--- config.mk ---
export PLATFORM = sky130hd
export DESIGN_NAME = pattern_event_detector
export DESIGN_NICKNAME = d
export VERILOG_FILES = /design/src/rtl/ped_pkg.sv /design/src/rtl/ped_cfg_regs.sv /design/src/rtl/ped_match.sv /design/src/rtl/ped_seq.sv /design/src/rtl/pattern_event_detector.sv
export SDC_FILE = /design/constraint.sdc
export NUM_CORES = 1
export LEC_CHECK = 0
export ABC_AREA = 1
export ABC_CLOCK_PERIOD_IN_PS = 2520
export CAP_MARGIN = 20
export CORE_AREA = 2 2 107 109
export DETAILED_ROUTE_END_ITERATION = 10
export DIE_AREA = 0 0 109 111
export DONT_BUFFER_PORTS = 1
export GPL_TIMING_DRIVEN = 0
export SYNTH_ARGS = -nofsm -noshare
export SYNTH_HDL_FRONTEND = slang
export SYNTH_SLANG_ARGS = --single-unit
--- constraint.sdc ---
create_clock -name clk -period 2.52 [get_ports clk]
set_input_delay 0.252 -clock clk [delete_from_list [all_inputs] [get_ports clk]]
set_output_delay 0.252 -clock clk [all_outputs]
set_load 0.02 [all_outputs]
--- src/rtl/ped_pkg.sv ---
package ped_pkg;
  localparam int ADDR_W = 3;

  typedef enum logic [ADDR_W-1:0] {
    REG_PAT_A  = 3'd0,
    REG_MASK_A = 3'd1,
    REG_PAT_B  = 3'd2,
    REG_MASK_B = 3'd3,
    REG_CTRL   = 3'd4,
    REG_TMO    = 3'd5
  } ped_reg_e;

  localparam int CTRL_EN_BIT  = 0;
  localparam int CTRL_SEQ_BIT = 1;
  localparam int CTRL_INV_BIT = 2;
  localparam int CTRL_CLR_BIT = 3;

  typedef struct packed {
    logic enable;
    logic seq_mode;
    logic invert;
  } ped_ctrl_t;

  typedef enum logic {
    SQ_IDLE  = 1'b0,
    SQ_ARMED = 1'b1
  } ped_seq_e;
endpackage

--- src/rtl/ped_cfg_regs.sv ---
module ped_cfg_regs
  import ped_pkg::*;
#(
  parameter int DATA_W = 16,
  parameter int TMO_W  = 8,
  parameter int NCH    = 2
) (
  input  logic                        clk,
  input  logic                        rst_n,
  input  logic                        wr_en,
  input  logic [ADDR_W-1:0]           wr_addr,
  input  logic [DATA_W-1:0]           wr_data,
  output logic [NCH-1:0][DATA_W-1:0]  pat,
  output logic [NCH-1:0][DATA_W-1:0]  mask,
  output ped_ctrl_t                   ctrl,
  output logic [TMO_W-1:0]            tmo,
  output logic                        hit_clr
);
  // Per-channel pattern and mask registers, addresses 2*ch and 2*ch+1
  for (genvar ch = 0; ch < NCH; ch++) begin : g_chan
    logic pat_we, mask_we;
    assign pat_we  = wr_en && (wr_addr == ADDR_W'(2*ch));
    assign mask_we = wr_en && (wr_addr == ADDR_W'(2*ch + 1));

    always_ff @(posedge clk or negedge rst_n) begin
      if (!rst_n) begin
        pat[ch]  <= '0;
        mask[ch] <= '0;
      end else begin
        if (pat_we)  pat[ch]  <= wr_data;
        if (mask_we) mask[ch] <= wr_data;
      end
    end
  end

  logic ctrl_we, tmo_we;
  assign ctrl_we = wr_en && (wr_addr == REG_CTRL);
  assign tmo_we  = wr_en && (wr_addr == REG_TMO);

  always_ff @(posedge clk or negedge rst_n) begin
    if (!rst_n) begin
      ctrl <= '0;
      tmo  <= '0;
    end else begin
      if (ctrl_we) begin
        ctrl.enable   <= wr_data[CTRL_EN_BIT];
        ctrl.seq_mode <= wr_data[CTRL_SEQ_BIT];
        ctrl.invert   <= wr_data[CTRL_INV_BIT];
      end
      if (tmo_we) tmo <= wr_data[TMO_W-1:0];
    end
  end

  assign hit_clr = ctrl_we && wr_data[CTRL_CLR_BIT];
endmodule

--- src/rtl/ped_match.sv ---
module ped_match #(
  parameter int DATA_W = 16
) (
  input  logic [DATA_W-1:0] sample,
  input  logic [DATA_W-1:0] pattern,
  input  logic [DATA_W-1:0] mask,
  input  logic              invert,
  output logic              cond
);
  logic [DATA_W-1:0] diff;
  logic              equal;

  always_comb begin
    diff  = (sample ^ pattern) & mask;
    equal = (diff == '0);
    cond  = equal ^ invert;
  end
endmodule

--- src/rtl/ped_seq.sv ---
module ped_seq
  import ped_pkg::*;
#(
  parameter int TMO_W = 8
) (
  input  logic             clk,
  input  logic             rst_n,
  input  logic             enable,
  input  logic             seq_mode,
  input  logic             restart,
  input  logic             cond_a,
  input  logic             cond_b,
  input  logic [TMO_W-1:0] tmo,
  output logic             fire,
  output logic             armed
);
  ped_seq_e         state_q, state_d;
  logic [TMO_W-1:0] cnt_q, cnt_d;
  logic             cnt_en;

  always_comb begin
    state_d = state_q;
    cnt_d   = cnt_q;
    cnt_en  = 1'b0;
    fire    = 1'b0;
    if (restart || !enable) begin
      state_d = SQ_IDLE;
      cnt_d   = '0;
      cnt_en  = 1'b1;
    end else if (!seq_mode) begin
      state_d = SQ_IDLE;
      fire    = cond_a;
    end else begin
      unique case (state_q)
        SQ_IDLE: begin
          if (cond_a) begin
            state_d = SQ_ARMED;
            cnt_d   = '0;
            cnt_en  = 1'b1;
          end
        end
        SQ_ARMED: begin
          if (cond_b) begin
            fire    = 1'b1;
            state_d = SQ_IDLE;
          end else if (cnt_q == tmo) begin
            state_d = SQ_IDLE;
          end else begin
            cnt_d  = cnt_q + 1'b1;
            cnt_en = 1'b1;
          end
        end
        default: state_d = SQ_IDLE;
      endcase
    end
  end

  always_ff @(posedge clk or negedge rst_n) begin
    if (!rst_n) begin
      state_q <= SQ_IDLE;
      cnt_q   <= '0;
    end else begin
      state_q <= state_d;
      if (cnt_en) cnt_q <= cnt_d;
    end
  end

  assign armed = (state_q == SQ_ARMED);
endmodule

--- src/rtl/pattern_event_detector.sv ---
module pattern_event_detector
  import ped_pkg::*;
#(
  parameter int DATA_W = 16,
  parameter int TMO_W  = 8
) (
  input  logic              clk,
  input  logic              rst_n,
  input  logic              cfg_we,
  input  logic [2:0]        cfg_addr,
  input  logic [DATA_W-1:0] cfg_wdata,
  input  logic [DATA_W-1:0] sample,
  output logic              event_o,
  output logic              hit_o
);
  localparam int NCH = 2;

  // Reset synchronizer: asynchronous assert, synchronous release
  logic rst_meta, rst_n_s;
  always_ff @(posedge clk or negedge rst_n) begin
    if (!rst_n) begin
      rst_meta <= 1'b0;
      rst_n_s  <= 1'b0;
    end else begin
      rst_meta <= 1'b1;
      rst_n_s  <= rst_meta;
    end
  end

  logic [NCH-1:0][DATA_W-1:0] pat, mask;
  ped_ctrl_t                  ctrl;
  logic [TMO_W-1:0]           tmo;
  logic                       hit_clr;
  logic [NCH-1:0]             cond;
  logic                       fire, armed;

  ped_cfg_regs #(.DATA_W(DATA_W), .TMO_W(TMO_W), .NCH(NCH)) u_regs (
    .clk     (clk),
    .rst_n   (rst_n_s),
    .wr_en   (cfg_we),
    .wr_addr (cfg_addr),
    .wr_data (cfg_wdata),
    .pat     (pat),
    .mask    (mask),
    .ctrl    (ctrl),
    .tmo     (tmo),
    .hit_clr (hit_clr)
  );

  for (genvar ch = 0; ch < NCH; ch++) begin : g_cmp
    ped_match #(.DATA_W(DATA_W)) u_match (
      .sample  (sample),
      .pattern (pat[ch]),
      .mask    (mask[ch]),
      .invert  (ctrl.invert),
      .cond    (cond[ch])
    );
  end

  ped_seq #(.TMO_W(TMO_W)) u_seq (
    .clk      (clk),
    .rst_n    (rst_n_s),
    .enable   (ctrl.enable),
    .seq_mode (ctrl.seq_mode),
    .restart  (cfg_we),
    .cond_a   (cond[0]),
    .cond_b   (cond[1]),
    .tmo      (tmo),
    .fire     (fire),
    .armed    (armed)
  );

  logic event_d, hit_d;
  always_comb begin
    event_d = fire;
    hit_d   = hit_o;
    if (hit_clr)   hit_d = 1'b0;
    else if (fire) hit_d = 1'b1;
  end

  always_ff @(posedge clk or negedge rst_n_s) begin
    if (!rst_n_s) begin
      event_o <= 1'b0;
      hit_o   <= 1'b0;
    end else begin
      event_o <= event_d;
      hit_o   <= hit_d;
    end
  end

  // Flat copies for the bound checker
  logic              chk_en, chk_seq, chk_inv;
  logic [DATA_W-1:0] chk_pat_a, chk_mask_a;
  assign chk_en     = ctrl.enable;
  assign chk_seq    = ctrl.seq_mode;
  assign chk_inv    = ctrl.invert;
  assign chk_pat_a  = pat[0];
  assign chk_mask_a = mask[0];
endmodule

==> results.py <==
metrics = {
    "clock_tree": {
        "cts_inserted_buffers": 9,
        "clk_pin_slew_ps": 70,
        "cts-root-buf": "clkbuf_16",
        "cts_max_path_buffers": 2,
        "htreeDepth": 3,
        "cts_tree": "yes",
        "clk_latency_ps": 340,
        "cts_sinks": 88,
    },
    "synth": {
        "synth_fp_nets": 588,
        "synth-edff-count": 0,
        "syn_area_per_cell_um2": 7.653,
        "synthDominantCellAreaShare": 0.5241,
        "async_reset_ff_frac": 1.000,
        "ys.warnings.count": 0,
        "synth_most_common_cell": "nand2_1",
        "synth_seq_cells": 88,
        "ys_top_cells_by_area": "dfrtp_1 (52%), nand2_1 (16%), o21ai_0 (9.2%)",
        "synth_area_um2": 4202,
        "synthCells": 549,
        "synth_top_cell_by_area": "dfrtp_1",
        "synth-seq-area-share": 0.5241,
        "synth_top_cells_by_count": "nand2_1 (178), dfrtp_1 (88), o21ai_0 (77), nor2_1 (67), inv_1 (54)",
        "ys_types": 26,
        "ys.flop_type": "dfrtp_1",
    },
    "sta": {
        "tns_ps": 0,
        "drv_slew": 0,
        "skew_ps": 6.495,
        "period_share": 0.6744,
        "hold_viol": 0,
        "rsz0062_at_grt": "no",
        "period_minus_slack_ps": 1700,
        "fmax_ghz": 0.5884,
        "worst_pin_slew_ps": 650.6,
        "slew_headroom": 0.5663,
        "setup_violations": 0,
    },
    "pwr": {
        "power_mw": 3.837,
        "power_density_nw_per_um2": 808.7,
        "ir_drop_uv": 539.5,
        "p_leak_nw": 2.420,
    },
    "floorplanning": {
        "num_rows": 39,
        "initial_core_util": 0.3793,
        "die-width_um": 109,
        "die_y_um": 111,
        "dieArea_um2": 12100,
        "io_pins": 40,
        "coreArea_um2": 11080,
    },
    "worst_setup_path": {
        "reg2reg_to": "u_seq.cnt_q[0]",
        "crit_path_start_kind": "flip-flop",
        "crit_path_end_kind": "flip-flop",
        "worstPathArrival_ps": 1970,
        "r2r_slack_ps": 820,
        "crit_fanout": 9,
        "reg2reg_from": "u_regs.pat[26]",
        "crit_type": "flip-flop to flip-flop",
        "reg2reg_depth": 13,
        "cp.required_ps": 2790,
        "critical_path.startpoint": "u_regs.pat[26]",
    },
    "global_routing": {
        "grt_overflow": 0,
        "grt_max_degree": 64,
        "track_usage": 0.1805,
        "grt_pass1_vias": 3434,
        "antenna_found_initial": 0,
        "grt_pass1_wl_um": 16770,
    },
    "placed_design": {
        "gp_congestion": 0.8184,
        "numPortBuffers": 0,
        "place_hpwl_um": 7143,
        "place_inst": 693,
    },
    "drt": {
        "ant_nets": 0,
        "drc_errors": 0,
        "dr_total_vias": 3481,
        "wire_per_inst_um": 14.12,
        "first_iter_violations": 232,
        "routed_wl_um": 10040,
        "routed_via_density": 4.896,
        "drt_pre_antenna_iters": 4,
    },
    "worst_hold_path": {
        "hp-start": "cfg_wdata[8]",
        "whs_endpoint": "u_regs.mask[8]",
        "min_path_type": "primary input to flip-flop",
        "hold_depth": 2,
    },
    "finish": {
        "layout-drive-gt1-share": 0.05810,
        "fillers": 1085,
        "regArea_um2": 2206,
        "multi_input_area_um2": 1740,
        "fin_cells": 711,
        "diodes": 0,
        "layout.nets": 602,
        "syn2layout_area_growth_pct": 12.92,
        "final_core_util": 0.4283,
    },
    "status": {
        "outcome": "finished clean",
    },
    "run": {
        "maxCapViolCount": 0,
    },
}
==> critical path, cell delays in order, from the launching register on <==
cell	delay, ps
dfrtp_1	400
nor2_1	100
nor2_1	60
nor2_1	150
nand2_1	120
nor2_2	140
nand2_1	70
nand2_1	80
nand3_2	80
nand2_4	110
inv_2	50
nand2_4	120
nand3_1	80
nand2_1	80
==> cell type report <==
cell class,instances,area share
sequential,88,0.4649
multi-input combinational,392,0.3668
clock buffer,10,0.05037
inverter,55,0.04351
tap,143,0.03771
clock inverter,6,0.01556
buffer,14,0.01108
timing repair buffer,3,0.01002
==> worst max path at each step <==
stage	slack, ps	endpoint
5_1_grt	600	u_seq.cnt_q[4]
3_5_place_dp	810	u_seq.cnt_q[7]
3_3_place_gp	490	u_seq.cnt_q[6]
6_report	820	u_seq.cnt_q[0]
2_1_floorplan	1030	event_o
4_1_cts	790	u_seq.cnt_q[7]
==> logic make-up (layout without fill, tap and decap cells) <==
logic type	Yosys count	after routing	synth area share
other	1	1	0.0008925
AOI/OAI and AO/OA	85	85	0.1024
xor gates and xnor gates	4	4	0.008340
and+or+nand+nor	301	301	0.2996
adders and majority gates	1	1	0.002977
buffers and inverters	69	88	0.06164
DFF	88	88	0.5241
==> through the flow <==
step | area (um^2) | hold WS [ps] | setup slack, ps
6_report | 4745 | 108.3 | 820.5
5_1_grt | 4745 | 108.7 | 600.9
4_1_cts | 4745 | 102.2 | 788.1
3_5_place_dp | 4412 | -43.54 | 813.3
3_3_place_gp | 4382 | -43.54 | 488.9
2_1_floorplan | 4203 | -43.59 | 1035
==> state kept, by name, indices dropped and copies added (netlist names) <==
signal,cells
u_regs.ctrl,3
u_seq.armed,1
hit_o,1
rst_meta,1
event_o,1
u_seq.cnt_q,8
u_regs.mask,32
u_regs.pat,32
u_regs.tmo,8
rst_n_s,1
==> cells in the final DEF, fill, tap and decap left out, types with 2 or more instances in the layout <==
cell type      count
clkinv_4           2
xnor2_1            2
o21ai_0           77
xor2_1             2
clkbuf_1          14
nor3_1             5
inv_6              3
and3_1             3
nor2_2             4
nand2_2            2
dlygate4sd3_1      2
a21oi_1            6
inv_1             54
nor2_1            67
nand3_1           33
clkbuf_16          9
nand2_1          178
nand2_4            3
dfrtp_1           87
==> power by group <==
group	internal, mW	switching (mW)
clock network	0.810	0.578
logic	0.244	0.381
registers	1.65	0.174
==> routing by layer <==
metal  vias up  routed length (um)  GRT usage
li1       1752                   -          -
met3         8                 480    0.04644
met4         0                  92    0.04530
met2        58                5072     0.3019
met1      1663                4393     0.2315
met5         -                   0          0
==> what timing repair did <==
action	4_1_cts	5_1_grt
resized for setup	0	0
buffers inserted	0	0
hold endpoints to repair	3	0
hold buffers	2	0
(Power assumes the default switching activity.)
